File: config.mk
export PLATFORM = sky130hd
export DESIGN_NAME = hs_byte_xcvr
export DESIGN_NICKNAME = d
export VERILOG_FILES = /design/src/rtl/hs_xcvr_pkg.sv /design/src/rtl/hs_xcvr_ctrl.sv /design/src/rtl/hs_xcvr_datapath.sv /design/src/rtl/hs_byte_xcvr.sv
export SDC_FILE = /design/constraint.sdc
export NUM_CORES = 1
export LEC_CHECK = 0
export BUFFER_PORTS_ARGS = -buffer_cell sky130_fd_sc_hd__clkbuf_2
export CORE_MARGIN = 2
export CORE_UTILIZATION = 55
export DETAILED_ROUTE_END_ITERATION = 7
export PLACE_DENSITY = 0.86
export SYNTH_ARGS = -nofsm -noshare
export SYNTH_HDL_FRONTEND = slang
export SYNTH_SLANG_ARGS = --single-unit
File: constraint.sdc
create_clock -name clk -period 2.4 [get_ports clk]
set_clock_uncertainty 0.05 [all_clocks]
set_input_delay 0.6 -clock clk [delete_from_list [all_inputs] [get_ports clk]]
set_output_delay 0.6 -clock clk [all_outputs]
set_load 0.02 [all_outputs]
File: src/rtl/hs_xcvr_pkg.sv
package hs_xcvr_pkg;

  typedef enum logic [1:0] {
    ST_IDLE      = 2'd0,
    ST_WAIT_FREE = 2'd1,
    ST_WAIT_LOW  = 2'd2,
    ST_WAIT_HIGH = 2'd3
  } ctlState_e;

  typedef enum logic [1:0] {
    ERR_NONE = 2'b00,
    ERR_SEND = 2'b01,
    ERR_RECV = 2'b10
  } errCode_e;

  // strobes from sequencer to datapath
  typedef struct packed {
    logic latchCmd;
    logic startReq;
    logic releaseReq;
    logic capture;
    logic finishOk;
    logic finishErr;
    logic errIsRecv;
  } dpStrobe_t;

endpackage

File: src/rtl/hs_xcvr_ctrl.sv
module hs_xcvr_ctrl
  import hs_xcvr_pkg::*;
#(
  parameter int CYC_PER_MS = 50000,
  parameter int TIMEOUT_MS = 32
) (
  input  logic      clk,
  input  logic      rstN,
  input  logic      cmdValid,
  input  logic      cmdRead,
  input  logic      ackSync,
  output logic      busy,
  output dpStrobe_t strb
);

  localparam int PRE_W = (CYC_PER_MS > 1) ? $clog2(CYC_PER_MS) : 1;
  localparam int MS_W  = (TIMEOUT_MS > 1) ? $clog2(TIMEOUT_MS) : 1;
  localparam logic [PRE_W-1:0] PRE_LAST = PRE_W'(CYC_PER_MS - 1);
  localparam logic [MS_W-1:0]  MS_LAST  = MS_W'(TIMEOUT_MS - 1);

  ctlState_e        state, stateNxt;
  logic             isRead;
  logic [PRE_W-1:0] presc;
  logic [MS_W-1:0]  msCnt;
  logic             clrTimer;
  logic             timeUp;

  assign timeUp = (presc == PRE_LAST) && (msCnt == MS_LAST);
  assign busy   = (state != ST_IDLE);

  always_comb begin
    strb     = '0;
    stateNxt = state;
    clrTimer = 1'b0;
    unique case (state)
      ST_IDLE: begin
        if (cmdValid) begin
          strb.latchCmd = 1'b1;
          stateNxt      = ST_WAIT_FREE;
          clrTimer      = 1'b1;
        end
      end
      ST_WAIT_FREE: begin
        if (ackSync) begin
          strb.startReq = 1'b1;
          stateNxt      = ST_WAIT_LOW;
          clrTimer      = 1'b1;
        end else if (timeUp) begin
          strb.finishErr = 1'b1;
          strb.errIsRecv = isRead;
          stateNxt       = ST_IDLE;
        end
      end
      ST_WAIT_LOW: begin
        if (!ackSync) begin
          strb.releaseReq = 1'b1;
          clrTimer        = 1'b1;
          if (isRead) begin
            stateNxt = ST_WAIT_HIGH;
          end else begin
            strb.finishOk = 1'b1;
            stateNxt      = ST_IDLE;
          end
        end else if (timeUp) begin
          strb.finishErr = 1'b1;
          strb.errIsRecv = isRead;
          stateNxt       = ST_IDLE;
        end
      end
      ST_WAIT_HIGH: begin
        if (ackSync) begin
          strb.capture  = 1'b1;
          strb.finishOk = 1'b1;
          stateNxt      = ST_IDLE;
        end else if (timeUp) begin
          strb.finishErr = 1'b1;
          strb.errIsRecv = 1'b1;
          stateNxt       = ST_IDLE;
        end
      end
      default: stateNxt = ST_IDLE;
    endcase
  end

  always_ff @(posedge clk or negedge rstN) begin
    if (!rstN) begin
      state  <= ST_IDLE;
      isRead <= 1'b0;
    end else begin
      state <= stateNxt;
      if (strb.latchCmd) isRead <= cmdRead;
    end
  end

  // millisecond prescaler and millisecond counter, cleared per wait
  always_ff @(posedge clk or negedge rstN) begin
    if (!rstN) begin
      presc <= '0;
      msCnt <= '0;
    end else if (clrTimer || state == ST_IDLE) begin
      presc <= '0;
      msCnt <= '0;
    end else if (presc == PRE_LAST) begin
      presc <= '0;
      msCnt <= msCnt + 1'b1;
    end else begin
      presc <= presc + 1'b1;
    end
  end

  // a wait never outlives its window without ending
  a_r6_wait_bounded: assert property (@(posedge clk) disable iff (!rstN)
    (busy && state != ST_IDLE && timeUp) |=> (state == ST_IDLE || $past(clrTimer)));

endmodule

File: src/rtl/hs_xcvr_datapath.sv
module hs_xcvr_datapath
  import hs_xcvr_pkg::*;
#(
  parameter int DATA_W      = 8,
  parameter int SYNC_STAGES = 2
) (
  input  logic              clk,
  input  logic              rstN,
  input  dpStrobe_t         strb,
  input  logic              cmdRead,
  input  logic [DATA_W-1:0] cmdData,
  input  logic              ackAsync,
  input  logic [DATA_W-1:0] shiftIn,
  output logic              ackSync,
  output logic              reqN,
  output logic              dirOut,
  output logic [DATA_W-1:0] shiftOut,
  output logic [DATA_W-1:0] rspData,
  output logic              done,
  output logic [1:0]        errCode
);

  logic [SYNC_STAGES-1:0] syncQ;
  logic [DATA_W-1:0]      dataQ;
  logic                   readQ;

  generate
    if (SYNC_STAGES == 1) begin : g_sync1
      always_ff @(posedge clk or negedge rstN) begin
        if (!rstN) syncQ <= '1;
        else       syncQ <= ackAsync;
      end
    end else begin : g_syncN
      always_ff @(posedge clk or negedge rstN) begin
        if (!rstN) syncQ <= '1;
        else       syncQ <= {syncQ[SYNC_STAGES-2:0], ackAsync};
      end
    end
  endgenerate

  assign ackSync = syncQ[SYNC_STAGES-1];

  always_ff @(posedge clk or negedge rstN) begin
    if (!rstN) begin
      dataQ    <= '0;
      readQ    <= 1'b0;
      reqN     <= 1'b1;
      dirOut   <= 1'b0;
      shiftOut <= '0;
      rspData  <= '0;
      done     <= 1'b0;
      errCode  <= ERR_NONE;
    end else begin
      done <= 1'b0;
      if (strb.latchCmd) begin
        dataQ <= cmdData;
        readQ <= cmdRead;
      end
      if (strb.startReq) begin
        reqN   <= 1'b0;
        dirOut <= !readQ;
        if (!readQ) shiftOut <= dataQ;
      end
      if (strb.releaseReq || strb.finishErr) reqN <= 1'b1;
      if (strb.capture) rspData <= shiftIn;
      if (strb.finishOk) begin
        done    <= 1'b1;
        errCode <= ERR_NONE;
      end
      if (strb.finishErr) begin
        done    <= 1'b1;
        errCode <= strb.errIsRecv ? ERR_RECV : ERR_SEND;
      end
    end
  end

  // direction and data do not move while request is asserted
  a_r4_bus_stable_under_req: assert property (@(posedge clk) disable iff (!rstN)
    (!reqN && $past(!reqN)) |-> ($stable(dirOut) && $stable(shiftOut)));

endmodule

File: src/rtl/hs_byte_xcvr.sv
module hs_byte_xcvr
  import hs_xcvr_pkg::*;
#(
  parameter int CYC_PER_MS  = 50000,
  parameter int TIMEOUT_MS  = 32,
  parameter int SYNC_STAGES = 2
) (
  input  logic       clk,
  input  logic       rstN,
  input  logic       cmdValid,
  input  logic       cmdRead,
  input  logic [7:0] cmdData,
  output logic       busy,
  output logic       done,
  output logic [1:0] errCode,
  output logic [7:0] rspData,
  output logic       reqN,
  output logic       dirOut,
  output logic [7:0] shiftOut,
  input  logic [7:0] shiftIn,
  input  logic       ackIn
);

  localparam int DATA_W = 8;

  dpStrobe_t strb;
  logic      ackSync;

  hs_xcvr_ctrl #(
    .CYC_PER_MS(CYC_PER_MS),
    .TIMEOUT_MS(TIMEOUT_MS)
  ) u_ctrl (
    .clk      (clk),
    .rstN     (rstN),
    .cmdValid (cmdValid),
    .cmdRead  (cmdRead),
    .ackSync  (ackSync),
    .busy     (busy),
    .strb     (strb)
  );

  hs_xcvr_datapath #(
    .DATA_W      (DATA_W),
    .SYNC_STAGES (SYNC_STAGES)
  ) u_dp (
    .clk      (clk),
    .rstN     (rstN),
    .strb     (strb),
    .cmdRead  (cmdRead),
    .cmdData  (cmdData),
    .ackAsync (ackIn),
    .shiftIn  (shiftIn),
    .ackSync  (ackSync),
    .reqN     (reqN),
    .dirOut   (dirOut),
    .shiftOut (shiftOut),
    .rspData  (rspData),
    .done     (done),
    .errCode  (errCode)
  );

  // request released and sequencer idle whenever done shows
  a_r8_done_req_released: assert property (@(posedge clk) disable iff (!rstN)
    done |-> (reqN && !busy));

  // request never asserted while idle
  a_r8_idle_req_high: assert property (@(posedge clk) disable iff (!rstN)
    !busy |-> reqN);

  // completion is a single-cycle pulse
  a_r9_done_single: assert property (@(posedge clk) disable iff (!rstN)
    done |=> !done);

  // unused code never reported
  a_r7_code_legal: assert property (@(posedge clk) disable iff (!rstN)
    done |-> (errCode != 2'b11));

endmodule

==> results of run 1 <==
==> registers in the layout, indices dropped and copies added (netlist names), 2 cells and up <==
register / flops
u_ctrl.presc: 16
u_dp.dataQ: 8
u_dp.rspData: 8
u_dp.errCode: 2
u_ctrl.msCnt: 5
u_dp.shiftOut: 8
u_dp.syncQ: 2
u_ctrl.state: 2
==> Yosys cell counts, types with 2 or more instances <==
| master | count | area (um2) |
|---|---|---|
| sky130_fd_sc_hd__xor2_1 | 9 | 78.8 |
| sky130_fd_sc_hd__nor2_1 | 21 | 78.8 |
| sky130_fd_sc_hd__and2_1 | 3 | 18.8 |
| sky130_fd_sc_hd__and3_1 | 4 | 25.0 |
| sky130_fd_sc_hd__a211oi_1 | 4 | 30.0 |
| sky130_fd_sc_hd__nand3_1 | 7 | 35.0 |
| sky130_fd_sc_hd__xnor2_1 | 3 | 26.3 |
| sky130_fd_sc_hd__nor3b_1 | 2 | 15.0 |
| sky130_fd_sc_hd__nand2_1 | 5 | 18.8 |
| sky130_fd_sc_hd__or4_1 | 2 | 15.0 |
| sky130_fd_sc_hd__nor2b_1 | 2 | 12.5 |
| sky130_fd_sc_hd__ha_1 | 3 | 37.5 |
| sky130_fd_sc_hd__o21ai_0 | 9 | 45.0 |
| sky130_fd_sc_hd__nand4_1 | 6 | 37.5 |
| sky130_fd_sc_hd__dfrtp_1 | 52 | 1300 |
| sky130_fd_sc_hd__or3_1 | 4 | 25.0 |
| sky130_fd_sc_hd__buf_2 | 3 | 15.0 |
| sky130_fd_sc_hd__mux2i_1 | 2 | 20.0 |
| sky130_fd_sc_hd__a21oi_1 | 10 | 50.1 |
| sky130_fd_sc_hd__nor4b_4 | 2 | 47.6 |
| sky130_fd_sc_hd__inv_1 | 7 | 26.3 |
| sky130_fd_sc_hd__and4_1 | 3 | 26.3 |
| sky130_fd_sc_hd__clkbuf_1 | 4 | 15.0 |
| sky130_fd_sc_hd__mux2_2 | 25 | 282 |
| sky130_fd_sc_hd__nand2b_1 | 3 | 18.8 |
| sky130_fd_sc_hd__dfstp_2 | 3 | 78.8 |
==> final cells by class <==
class	instances	area, um2	area share, %
clock buffer	5	68.8	2.36
clock inverter	3	31.3	1.07
inverter	7	26.3	0.902
multi-input combinational	146	1100	37.8
sequential	55	1380	47.4
tap	52	65.1	2.23
timing repair buffer	46	240	8.25
==> through the flow <==
step,power [mW],util (%),cell area [um2]
floorplan,2.10,-,2550
global placement,2.40,63.7,2810
detailed placement,2.45,63.7,2810
CTS,3.01,66.0,2910
global route,3.16,66.0,2910
finish,2.97,66.0,2910
==> cells by family after synthesis <==
group / count (synthesis)
AND/OR/NAND/NOR: 75
AO/OA/AOI/OAI: 29
adder cells (fa/ha/maj): 3
buffers and inverters: 16
flip-flops: 55
multiplexers: 27
XOR/XNOR: 12
==> worst max-delay path, cell delays in order (launching register included) <==
cell and delay (ns):
sky130_fd_sc_hd__dfstp_2 0.71, sky130_fd_sc_hd__nor2b_1 0.14, sky130_fd_sc_hd__a21oi_1 0.46, sky130_fd_sc_hd__nand2b_1 0.54, sky130_fd_sc_hd__nor2_1 0.13
==> worst max-delay path by stage <==
stage | startpoint | to | slack [ns] | cells past startpoint
detailed placement | u_dp.syncQ[1] | u_ctrl.presc[10] | 0.28 | 4
finish | u_dp.syncQ[1] | u_ctrl.presc[6] | 0.23 | 4
global route | u_dp.syncQ[1] | u_ctrl.presc[4] | 0.06 | 4
floorplan | u_ctrl.msCnt[0] | u_dp.errCode[1] | 0.48 | 7
global placement | u_dp.syncQ[1] | u_ctrl.presc[8] | 0.38 | 4
CTS | u_dp.syncQ[1] | u_ctrl.presc[6] | 0.22 | 4
==> routing by layer <==
metal,vias up,GRT usage [%],wire length [um]
li1,859,-,-
met2,37,30.8,2230
met5,-,0,0
met3,7,3.75,135
met1,868,24.8,1990
met4,0,7.55,77
==> power groups by stage <==
stage	registers (mW)	clock network, mW	logic (mW)
5_1_grt	1.41	0.597	1.15
3_3_place_gp	1.37	0	1.03
6_report	1.37	0.554	1.05
4_1_cts	1.38	0.570	1.06
2_1_floorplan	1.55	0	0.551
3_5_place_dp	1.39	0	1.06
==> metrics.txt, run 1 <==
# TYPE chip_impl_metric gauge
chip_impl_metric{name="boundaryPins",unit=""} 43
chip_impl_info{name="cts_root_buffer",value="sky130_fd_sc_hd__clkbuf_8"} 1
chip_impl_metric{name="final_cells",unit=""} 314
chip_impl_metric{name="clockBufferDepth",unit=""} 2
chip_impl_metric{name="dr.pass1.iters",unit=""} 4
chip_impl_metric{name="power.combinational.fraction",unit="%"} 35.2
chip_impl_metric{name="layout.nets",unit=""} 285
chip_impl_metric{name="clock_power_share",unit="%"} 18.6
chip_impl_metric{name="insertion_delay",unit="ns"} 0.32
chip_impl_metric{name="drt_iter0_drc",unit=""} 74
chip_impl_metric{name="die_w",unit="um"} 72.2
chip_impl_metric{name="tritoncts.num_buffers",unit=""} 5
chip_impl_metric{name="dp_hpwl",unit="um"} 3160
chip_impl_metric{name="synth_async_sr_flop_share",unit="%"} 100
chip_impl_metric{name="power.density",unit="nW/um2"} 1020
chip_impl_metric{name="globalRouteOverflowTotal",unit=""} 0
chip_impl_metric{name="post_cts_resize_count",unit=""} 0
chip_impl_metric{name="ys_ff_latch",unit=""} 55
chip_impl_info{name="combinational_family_with_the_most_area_after_synthesis",value="simple AND/OR/NAND/NOR gates"} 1
chip_impl_metric{name="fin_setup_tns",unit="ns"} 0
chip_impl_metric{name="share_of_layout_cells_above_drive_strength_1",unit="%"} 34.7
chip_impl_info{name="synth_top_flop_cell",value="sky130_fd_sc_hd__dfrtp_1"} 1
chip_impl_metric{name="postRouteAntennaNets",unit=""} 0
chip_impl_metric{name="finalSetupViolCount",unit=""} 0
chip_impl_metric{name="max_cap_viol_count",unit=""} 0
chip_impl_metric{name="detailroute.via_count",unit=""} 1771
chip_impl_metric{name="tightest_slew",unit="ns"} 0.653
chip_impl_info{name="startpoint_class_of_the_critical_path",value="flop"} 1
chip_impl_metric{name="pre_cts_ws",unit="ns"} 0.284
chip_impl_metric{name="yosysSeqAreaShare",unit="%"} 54.0
chip_impl_metric{name="swShare",unit="%"} 36.5
chip_impl_info{name="hold_path_class",value="input port to flop"} 1
chip_impl_metric{name="fin_crit_period",unit="ns"} 2.17
chip_impl_metric{name="wl_per_cell",unit="um"} 14.1
chip_impl_metric{name="fp.coreArea",unit="um2"} 4410
chip_impl_info{name="most_frequent_standard_cell_in_the_layout_excluding_fill_and_tap_cells",value="sky130_fd_sc_hd__dfrtp_1"} 1
chip_impl_info{name="cp-end-kind",value="flop"} 1
chip_impl_metric{name="worstHoldPathCells",unit=""} 1
chip_impl_metric{name="grt_max_degree",unit=""} 56
chip_impl_metric{name="antenna-diode-count",unit=""} 0
chip_impl_metric{name="num_rows",unit=""} 24
chip_impl_metric{name="p_leak",unit="nW"} 1.36
chip_impl_metric{name="cell_internal_pwr",unit="mW"} 1.89
chip_impl_metric{name="drc",unit=""} 0
chip_impl_metric{name="post_synth_inst_count",unit=""} 217
chip_impl_metric{name="first_global_vias",unit=""} 1692
chip_impl_metric{name="critical_path_arrival",unit="ns"} 2.31
chip_impl_metric{name="synth_compound_area_share",unit="%"} 6.81
chip_impl_info{name="timing_worst_setup_path_type",value="flop to flop"} 1
chip_impl_metric{name="synth_adder_area_share",unit="%"} 1.47
chip_impl_metric{name="clkSlewWorstSetupHoldPaths",unit="ns"} 0.11
chip_impl_info{name="min_to",value="u_dp.syncQ[0]"} 1
chip_impl_metric{name="fillers",unit=""} 335
chip_impl_info{name="worstReg2RegEnd",value="u_ctrl.presc[6]"} 1
chip_impl_metric{name="postCtsHoldBufs",unit=""} 0
chip_impl_metric{name="rr_worst_depth",unit=""} 4
chip_impl_info{name="cts_tree",value="built"} 1
chip_impl_info{name="worstHoldStart",value="ackIn"} 1
chip_impl_metric{name="cts_setup_buffers",unit=""} 0
chip_impl_metric{name="max-vdd-ir-drop",unit="V"} 0.000597
chip_impl_info{name="rsz0062_at_grt",value="no"} 1
chip_impl_metric{name="routed_wirelength",unit="um"} 4430
chip_impl_metric{name="number_of_synthesized_flops_with_an_enable_pin",unit=""} 0
chip_impl_metric{name="final_max_slew_viol_count",unit=""} 0
chip_impl_metric{name="max_slew_margin",unit="%"} 56.5
chip_impl_metric{name="area_delta_synth_final",unit="%"} 14.0
chip_impl_metric{name="die_h",unit="um"} 72.2
chip_impl_metric{name="worst_slack_setup_final",unit="ns"} 0.227
chip_impl_info{name="r2r_start",value="u_dp.syncQ[1]"} 1
chip_impl_metric{name="routabilityCongestion",unit=""} 0.824
chip_impl_metric{name="netSwitchingPower",unit="mW"} 1.09
chip_impl_metric{name="dp_cells",unit=""} 306
chip_impl_metric{name="die_area",unit="um2"} 5210
chip_impl_metric{name="drt-vias-per-instance",unit=""} 5.64
chip_impl_info{name="layout_common_cells",value="sky130_fd_sc_hd__dfrtp_1, sky130_fd_sc_hd__clkbuf_2, sky130_fd_sc_hd__mux2_2, sky130_fd_sc_hd__nor2_1, sky130_fd_sc_hd__a21oi_1"} 1
chip_impl_metric{name="starting_density_of_the_core",unit="%"} 57.9
chip_impl_metric{name="grt.total_usage",unit="%"} 18.8
chip_impl_metric{name="synth_simple_gate_area_share",unit="%"} 18.9
chip_impl_metric{name="hold_violations",unit=""} 0
chip_impl_metric{name="antenna_found_initial",unit=""} 0
chip_impl_metric{name="post_synth.cell_area_avg",unit="um2"} 11.8
chip_impl_metric{name="fmaxAchievable",unit="MHz"} 460
chip_impl_metric{name="yosysUniqueCellTypes",unit=""} 45
chip_impl_metric{name="period_share",unit="%"} 90.6
chip_impl_metric{name="syn-num-nets",unit=""} 241
chip_impl_metric{name="hold_ws",unit="ns"} 0.297
chip_impl_metric{name="critical_path_required",unit="ns"} 2.54
chip_impl_metric{name="synth_xor_area_share",unit="%"} 4.11
chip_impl_metric{name="yosys_warnings",unit=""} 0
chip_impl_info{name="run_status",value="finished clean"} 1
chip_impl_metric{name="worst-path-max-fanout",unit=""} 19
chip_impl_metric{name="io_buffers",unit=""} 42
chip_impl_metric{name="mux_share_of_post_synthesis_cell_area",unit="%"} 11.8
chip_impl_metric{name="reg2reg_slack",unit="ns"} 0.23
chip_impl_metric{name="grt_pass1_wl",unit="um"} 7660
chip_impl_metric{name="pwr-share-seq",unit="%"} 46.1
chip_impl_metric{name="htree_levels",unit=""} 2
chip_impl_metric{name="mappedNetlistArea",unit="um2"} 2550
chip_impl_metric{name="clock_sink_count",unit=""} 55
(Power assumes the default switching activity.)
==> run 2, diff against run 1 <==
--- a/config.mk
+++ b/config.mk
@@ -5,11 +5,11 @@
 export SDC_FILE = /design/constraint.sdc
 export NUM_CORES = 1
 export LEC_CHECK = 0
-export BUFFER_PORTS_ARGS = -buffer_cell sky130_fd_sc_hd__clkbuf_2
+export BUFFER_PORTS_ARGS = -buffer_cell sky130_fd_sc_hd__buf_2
 export CORE_MARGIN = 2
 export CORE_UTILIZATION = 55
 export DETAILED_ROUTE_END_ITERATION = 7
-export PLACE_DENSITY = 0.86
+export PLACE_DENSITY = 0.75
 export SYNTH_ARGS = -nofsm -noshare
 export SYNTH_HDL_FRONTEND = slang
 export SYNTH_SLANG_ARGS = --single-unit
==> run 2 against run 1 <==
Effect of this change:
- clock power shrank 7.0%
- flip-flop and latch count stayed put
- clock-buffer cell count is the same
- sequential power about the same
- via count down 0.96%
- critical path depth increased by 3
- global-route usage up 0.48 points
- register-to-register slack gained 0.13 ns
==> metrics.txt, run 2 (synthesis results as in run 1) <==
# TYPE chip_impl_metric gauge
chip_impl_info{name="run_status",value="finished clean"} 1
chip_impl_info{name="cts_root_buffer",value="sky130_fd_sc_hd__clkbuf_8"} 1
chip_impl_metric{name="power.density",unit="nW/um2"} 1010
chip_impl_metric{name="largest_register_ffs",unit=""} 16
chip_impl_info{name="timing_worst_setup_path_type",value="flop to flop"} 1
chip_impl_metric{name="grt_max_degree",unit=""} 37
chip_impl_metric{name="critical_path_arrival",unit="ns"} 2.21
chip_impl_info{name="timing.critical_path.mode_cell",value="sky130_fd_sc_hd__ha_1"} 1
chip_impl_metric{name="routabilityCongestion",unit=""} 0.851
chip_impl_metric{name="area_delta_synth_final",unit="%"} 14.4
chip_impl_info{name="worstReg2RegEnd",value="u_dp.errCode[1]"} 1
chip_impl_metric{name="routed_wirelength",unit="um"} 4600
chip_impl_metric{name="post_cts_resize_count",unit=""} 0
chip_impl_metric{name="boundaryPins",unit=""} 43
chip_impl_metric{name="postCtsHoldBufs",unit=""} 0
chip_impl_info{name="cp-endpoint",value="u_dp.errCode[1]"} 1
chip_impl_metric{name="insertion_delay",unit="ns"} 0.30
chip_impl_info{name="critical_path.cell_chain",value="ha_1 > and3_1 > ha_1 > and4_1 > and4_2 > a32o_1 > a211oi_1"} 1
chip_impl_metric{name="period_share",unit="%"} 85.1
chip_impl_info{name="startpoint_class_of_the_critical_path",value="flop"} 1
chip_impl_info{name="cts_tree",value="built"} 1
chip_impl_metric{name="drt-vias-per-instance",unit=""} 5.57
chip_impl_metric{name="p_leak",unit="nW"} 1.36
chip_impl_metric{name="tritoncts.num_buffers",unit=""} 5
chip_impl_metric{name="antenna-diode-count",unit=""} 0
chip_impl_metric{name="first_global_vias",unit=""} 1672
chip_impl_metric{name="fmaxAchievable",unit="MHz"} 490
chip_impl_metric{name="clock_sink_count",unit=""} 55
chip_impl_info{name="cp-end-kind",value="flop"} 1
chip_impl_metric{name="hold_violations",unit=""} 0
chip_impl_metric{name="dp_hpwl",unit="um"} 3340
chip_impl_metric{name="globalRouteOverflowTotal",unit=""} 0
chip_impl_metric{name="final_max_slew_viol_count",unit=""} 0
chip_impl_metric{name="fillers",unit=""} 343
chip_impl_metric{name="reg2reg_slack",unit="ns"} 0.36
chip_impl_info{name="most_frequent_standard_cell_in_the_layout_excluding_fill_and_tap_cells",value="sky130_fd_sc_hd__dfrtp_1"} 1
chip_impl_metric{name="antenna_found_initial",unit=""} 0
chip_impl_metric{name="max_slew_margin",unit="%"} 59.2
chip_impl_metric{name="biggest_cell_delay_along_the_critical_path",unit="ns"} 0.42
chip_impl_metric{name="die_w",unit="um"} 72.2
chip_impl_metric{name="max-vdd-ir-drop",unit="V"} 0.000705
chip_impl_info{name="worstSetupStartpoint",value="u_ctrl.msCnt[0]"} 1
chip_impl_info{name="hold_path_class",value="input port to asynchronous set/reset pin"} 1
chip_impl_metric{name="placed_instance_area",unit="um2"} 2830
chip_impl_metric{name="num_rows",unit=""} 24
chip_impl_metric{name="clkSlewWorstSetupHoldPaths",unit="ns"} 0.10
chip_impl_info{name="crit_slowest_cell",value="sky130_fd_sc_hd__dfrtp_1"} 1
chip_impl_metric{name="starting_density_of_the_core",unit="%"} 57.9
chip_impl_metric{name="worst-path-stages",unit=""} 7
chip_impl_info{name="crit_family",value="simple AND/OR/NAND/NOR gates"} 1
chip_impl_metric{name="fp.coreArea",unit="um2"} 4410
chip_impl_metric{name="fin_crit_period",unit="ns"} 2.04
chip_impl_metric{name="htree_levels",unit=""} 2
chip_impl_metric{name="finalInstanceArea",unit="um2"} 2920
chip_impl_metric{name="share_of_layout_cells_above_drive_strength_1",unit="%"} 35.0
chip_impl_metric{name="worst-path-max-fanout",unit=""} 5
chip_impl_metric{name="max_cap_viol_count",unit=""} 0
chip_impl_metric{name="cts_setup_buffers",unit=""} 0
chip_impl_metric{name="drc",unit=""} 0
chip_impl_metric{name="rr_worst_depth",unit=""} 7
chip_impl_metric{name="postRouteAntennaNets",unit=""} 0
chip_impl_metric{name="critical_path_required",unit="ns"} 2.57
chip_impl_info{name="rsz0062_at_grt",value="no"} 1
chip_impl_metric{name="tightest_slew",unit="ns"} 0.612
chip_impl_metric{name="worst-path-buf-inv",unit=""} 0
chip_impl_metric{name="die_area",unit="um2"} 5210
chip_impl_metric{name="finalSetupViolCount",unit=""} 0
chip_impl_info{name="regMostFlops",value="u_ctrl.presc"} 1
chip_impl_metric{name="grt_pass1_wl",unit="um"} 7950
chip_impl_metric{name="layout.nets",unit=""} 286
chip_impl_metric{name="wl_per_cell",unit="um"} 14.6
chip_impl_info{name="r2r_start",value="u_ctrl.msCnt[0]"} 1
chip_impl_metric{name="io_buffers",unit=""} 42
chip_impl_metric{name="dr.pass1.iters",unit=""} 4
chip_impl_metric{name="drt_iter0_drc",unit=""} 135
chip_impl_metric{name="fin_setup_tns",unit="ns"} 0
chip_impl_metric{name="detailroute.via_count",unit=""} 1754
chip_impl_metric{name="die_h",unit="um"} 72.2
chip_impl_metric{name="clockBufferDepth",unit=""} 2
chip_impl_info{name="layout_common_cells",value="sky130_fd_sc_hd__dfrtp_1, sky130_fd_sc_hd__buf_2, sky130_fd_sc_hd__mux2_2, sky130_fd_sc_hd__nor2_1, sky130_fd_sc_hd__a21oi_1"} 1
chip_impl_metric{name="grt.total_usage",unit="%"} 19.3
[run 2: changes by cell type in the layout (fill, tap and decap cells not counted)]
cell	previous run	this run
sky130_fd_sc_hd__clkbuf_2	42	0
sky130_fd_sc_hd__buf_2	0	42
sky130_fd_sc_hd__buf_12	0	1
sky130_fd_sc_hd__inv_8	2	0
sky130_fd_sc_hd__clkinv_2	0	1
sky130_fd_sc_hd__clkinv_4	0	1
[run 2: worst min-delay path by stage]
stage,start,slack [ns],depth (start not counted),end
2_1_floorplan,rstN,0.25,0,u_ctrl.msCnt[0]
3_3_place_gp,u_dp.syncQ[0],0.30,0,u_dp.syncQ[1]
3_5_place_dp,u_dp.syncQ[0],0.31,0,u_dp.syncQ[1]
4_1_cts,rstN,0.19,1,u_dp.done
5_1_grt,rstN,0.20,1,u_dp.done
6_report,rstN,0.18,1,u_dp.done
[run 2: stage by stage]
step | setup WS, ns | std cells | utilization, % | hold WS [ns] | power, mW
finish | 0.357 | 315 | 66.2 | 0.184 | 2.94
global route | 0.201 | 315 | 66.2 | 0.204 | 3.13
CTS | 0.358 | 315 | 66.2 | 0.192 | 2.97
detailed placement | 0.385 | 307 | 64.1 | 0.309 | 2.45
global placement | 0.428 | 307 | 64.1 | 0.297 | 2.42
floorplan | 0.475 | 217 | - | 0.254 | 2.10
[run 2: per-layer routing]
layer,global-route usage [%],vias to the layer above,part of all wire (%)
li1,-,861,-
met1,27.0,850,47
met2,31.1,39,48
met3,3.47,4,4.0
met4,5.66,0,0.98
met5,0,-,0
[run 2: report_power, final]
group | leakage [nW] | internal (mW) | total [mW] | switching, mW
clock | 0.0485 | 0.210 | 0.515 | 0.306
sequential | 0.696 | 1.21 | 1.37 | 0.162
combinational | 0.611 | 0.462 | 1.05 | 0.592
[run 2: cell type report]
cell class              count  area, um2  area share [%]
inverters                   7       26.3           0.899
repair buffers             47        260            8.90
multi-input cells         146       1100            37.6
flip-flops and latches     55       1380            47.2
clock inverters             3       22.5           0.771
well taps                  52       65.1            2.23
clock buffers               5       68.8            2.35
[run 2: worst reg2reg max path, cell delays in order, from the launching register on]
cell and delay, ns:
sky130_fd_sc_hd__dfrtp_1 0.42, sky130_fd_sc_hd__ha_1 0.21, sky130_fd_sc_hd__and3_1 0.18, sky130_fd_sc_hd__ha_1 0.16, sky130_fd_sc_hd__and4_1 0.16, sky130_fd_sc_hd__and4_2 0.28
sky130_fd_sc_hd__a32o_1 0.27, sky130_fd_sc_hd__a211oi_1 0.23
==> run 3, diff against run 2 <==
--- a/config.mk
+++ b/config.mk
@@ -6,10 +6,12 @@
 export NUM_CORES = 1
 export LEC_CHECK = 0
 export BUFFER_PORTS_ARGS = -buffer_cell sky130_fd_sc_hd__buf_2
+export CORE_ASPECT_RATIO = 0.7
 export CORE_MARGIN = 2
-export CORE_UTILIZATION = 55
+export CORE_UTILIZATION = 58
+export CTS_BUF_LIST = sky130_fd_sc_hd__clkbuf_8
 export DETAILED_ROUTE_END_ITERATION = 7
-export PLACE_DENSITY = 0.75
+export PLACE_DENSITY = 0.79
 export SYNTH_ARGS = -nofsm -noshare
 export SYNTH_HDL_FRONTEND = slang
 export SYNTH_SLANG_ARGS = --single-unit
==> run 3 against run 2 <==
Effect of this change:
- via count shrank 0.11%
- maximum frequency shrank 4.5%
- flip-flop and latch count is the same
- worst hold slack gained 0.026 ns
- first-iteration DRC count shrank 36%
- worst setup slack lost 0.096 ns
- total power grew 0.34%
- non-clock buffer count shrank 1
- largest cell class unchanged
==> metrics.txt, run 3 (synthesis results as in run 1) <==
# TYPE chip_impl_metric gauge
chip_impl_metric{name="final_max_slew_viol_count",unit=""} 0
chip_impl_metric{name="detailroute.via_count",unit=""} 1752
chip_impl_metric{name="grt_pass1_wl",unit="um"} 7530
chip_impl_metric{name="tightest_slew",unit="ns"} 0.598
chip_impl_metric{name="rr_worst_depth",unit=""} 4
chip_impl_info{name="startpoint_class_of_the_critical_path",value="flop"} 1
chip_impl_metric{name="tritoncts.num_buffers",unit=""} 5
chip_impl_metric{name="clockBufferDepth",unit=""} 2
chip_impl_metric{name="finalSetupViolCount",unit=""} 0
chip_impl_metric{name="fp.coreArea",unit="um2"} 4280
chip_impl_metric{name="layout.nets",unit=""} 285
chip_impl_metric{name="fin_crit_period",unit="ns"} 2.14
chip_impl_metric{name="worst-path-max-fanout",unit=""} 19
chip_impl_metric{name="max-vdd-ir-drop",unit="V"} 0.000870
chip_impl_metric{name="postCtsHoldBufs",unit=""} 0
chip_impl_info{name="cts_tree",value="built"} 1
chip_impl_metric{name="reg2reg_slack",unit="ns"} 0.26
chip_impl_info{name="hold_path_class",value="input port to asynchronous set/reset pin"} 1
chip_impl_metric{name="dr.pass1.iters",unit=""} 4
chip_impl_info{name="cp-endpoint",value="u_ctrl.presc[10]"} 1
chip_impl_metric{name="insertion_delay",unit="ns"} 0.31
chip_impl_info{name="most_frequent_standard_cell_in_the_layout_excluding_fill_and_tap_cells",value="sky130_fd_sc_hd__dfrtp_1"} 1
chip_impl_metric{name="grt_max_degree",unit=""} 34
chip_impl_metric{name="final_cells",unit=""} 317
chip_impl_metric{name="drt_iter0_drc",unit=""} 87
chip_impl_metric{name="max_cap_viol_count",unit=""} 0
chip_impl_metric{name="fmaxAchievable",unit="MHz"} 468
chip_impl_metric{name="area_delta_synth_final",unit="%"} 14.4
chip_impl_metric{name="first_global_vias",unit=""} 1596
chip_impl_metric{name="postRouteAntennaNets",unit=""} 0
chip_impl_metric{name="max_slew_margin",unit="%"} 60.2
chip_impl_metric{name="die_area",unit="um2"} 4960
chip_impl_metric{name="num_rows",unit=""} 20
chip_impl_metric{name="die_h",unit="um"} 59.5
chip_impl_metric{name="fin_setup_tns",unit="ns"} 0
chip_impl_metric{name="io_buffers",unit=""} 42
chip_impl_metric{name="worst_slack_setup_final",unit="ns"} 0.261
chip_impl_metric{name="clock_sink_count",unit=""} 55
chip_impl_metric{name="starting_density_of_the_core",unit="%"} 59.7
chip_impl_metric{name="antenna-diode-count",unit=""} 0
chip_impl_metric{name="die_w",unit="um"} 83.3
chip_impl_metric{name="htree_levels",unit=""} 2
chip_impl_metric{name="globalRouteOverflowTotal",unit=""} 0
chip_impl_metric{name="period_share",unit="%"} 89.1
chip_impl_metric{name="power.density",unit="nW/um2"} 1010
chip_impl_metric{name="critical_path_arrival",unit="ns"} 2.27
chip_impl_metric{name="boundaryPins",unit=""} 43
chip_impl_info{name="run_status",value="finished clean"} 1
chip_impl_info{name="cp-end-kind",value="flop"} 1
chip_impl_info{name="worstSetupStartpoint",value="u_dp.syncQ[1]"} 1
chip_impl_info{name="regMostFlops",value="u_ctrl.presc"} 1
chip_impl_info{name="timing_worst_setup_path_type",value="flop to flop"} 1
chip_impl_metric{name="hold_violations",unit=""} 0
chip_impl_info{name="rsz0062_at_grt",value="no"} 1
chip_impl_metric{name="routabilityCongestion",unit=""} 0.822
chip_impl_metric{name="critical_path_required",unit="ns"} 2.53
chip_impl_metric{name="p_leak",unit="nW"} 1.35
chip_impl_metric{name="grt.total_usage",unit="%"} 19.3
chip_impl_metric{name="wl_per_cell",unit="um"} 14.0
chip_impl_metric{name="cts_setup_buffers",unit=""} 0
chip_impl_metric{name="dp_cells",unit=""} 309
chip_impl_metric{name="post_cts_resize_count",unit=""} 0
chip_impl_info{name="layout_common_cells",value="sky130_fd_sc_hd__dfrtp_1, sky130_fd_sc_hd__buf_2, sky130_fd_sc_hd__mux2_2, sky130_fd_sc_hd__nor2_1, sky130_fd_sc_hd__a21oi_1"} 1
chip_impl_metric{name="clkSlewWorstSetupHoldPaths",unit="ns"} 0.10
chip_impl_metric{name="drc",unit=""} 0
chip_impl_info{name="r2r_start",value="u_dp.syncQ[1]"} 1
chip_impl_metric{name="pre_cts_ws",unit="ns"} 0.284
chip_impl_info{name="cts_root_buffer",value="sky130_fd_sc_hd__clkbuf_8"} 1
chip_impl_metric{name="antenna_found_initial",unit=""} 0
chip_impl_info{name="worstReg2RegEnd",value="u_ctrl.presc[10]"} 1
chip_impl_metric{name="routed_wirelength",unit="um"} 4430
chip_impl_metric{name="largest_register_ffs",unit=""} 16
chip_impl_metric{name="drt-vias-per-instance",unit=""} 5.53
chip_impl_metric{name="dp_hpwl",unit="um"} 3210
chip_impl_metric{name="share_of_layout_cells_above_drive_strength_1",unit="%"} 34.7
==> run 3: final cells by class <==
class / count / area (um2)
Inverter: 7 / 26.3
Multi-Input combinational cell: 146 / 1100
Tap cell: 55 / 68.8
Fill cell: 325 / 1360
Clock inverter: 3 / 26.3
Sequential cell: 55 / 1380
Timing Repair Buffer: 46 / 253
Clock buffer: 5 / 68.8
==> run 3: how the worst min path moves through the flow <==
stage                      endpoint  slack [ns]  cells past startpoint
finish              u_ctrl.presc[9]        0.21                      1
global route        u_ctrl.presc[9]        0.25                      1
CTS                 u_ctrl.presc[9]        0.23                      1
detailed placement    u_dp.syncQ[1]        0.30                      0
global placement      u_dp.syncQ[1]        0.30                      0
floorplan           u_ctrl.msCnt[0]        0.25                      0
==> run 3: layer usage <==
metal	share of wire (%)	track usage, %	up-vias
li1	-	-	862
met1	49	29.6	833
met2	43	27.0	55
met3	6.8	5.85	2
met4	0.41	4.22	0
met5	0	0	-
==> run 3: power breakdown <==
| group | internal, mW | switching [mW] | total (mW) |
|---|---|---|---|
| logic | 0.461 | 0.592 | 1.05 |
| clock network | 0.215 | 0.310 | 0.526 |
| registers | 1.21 | 0.163 | 1.37 |
==> run 3: per-stage QoR <==
step                      power, mW  utilization (%)  hold slack [ns]  cell area (um2)
final                          2.95             68.3            0.210             2920
after global routing           3.14             68.3            0.250             2920
after CTS                      2.97             68.3            0.231             2920
after detailed placement       2.45             66.1            0.298             2830
after global placement         2.41             66.1            0.298             2830
after floorplan                2.10                -            0.254             2550
==> run 3: critical path, stage by stage (launching register included) <==
cell                       delay, ns
sky130_fd_sc_hd__dfstp_2        0.71
sky130_fd_sc_hd__nor2b_1        0.14
sky130_fd_sc_hd__a21oi_1        0.43
sky130_fd_sc_hd__nand2b_1       0.56
sky130_fd_sc_hd__nor2_1         0.11
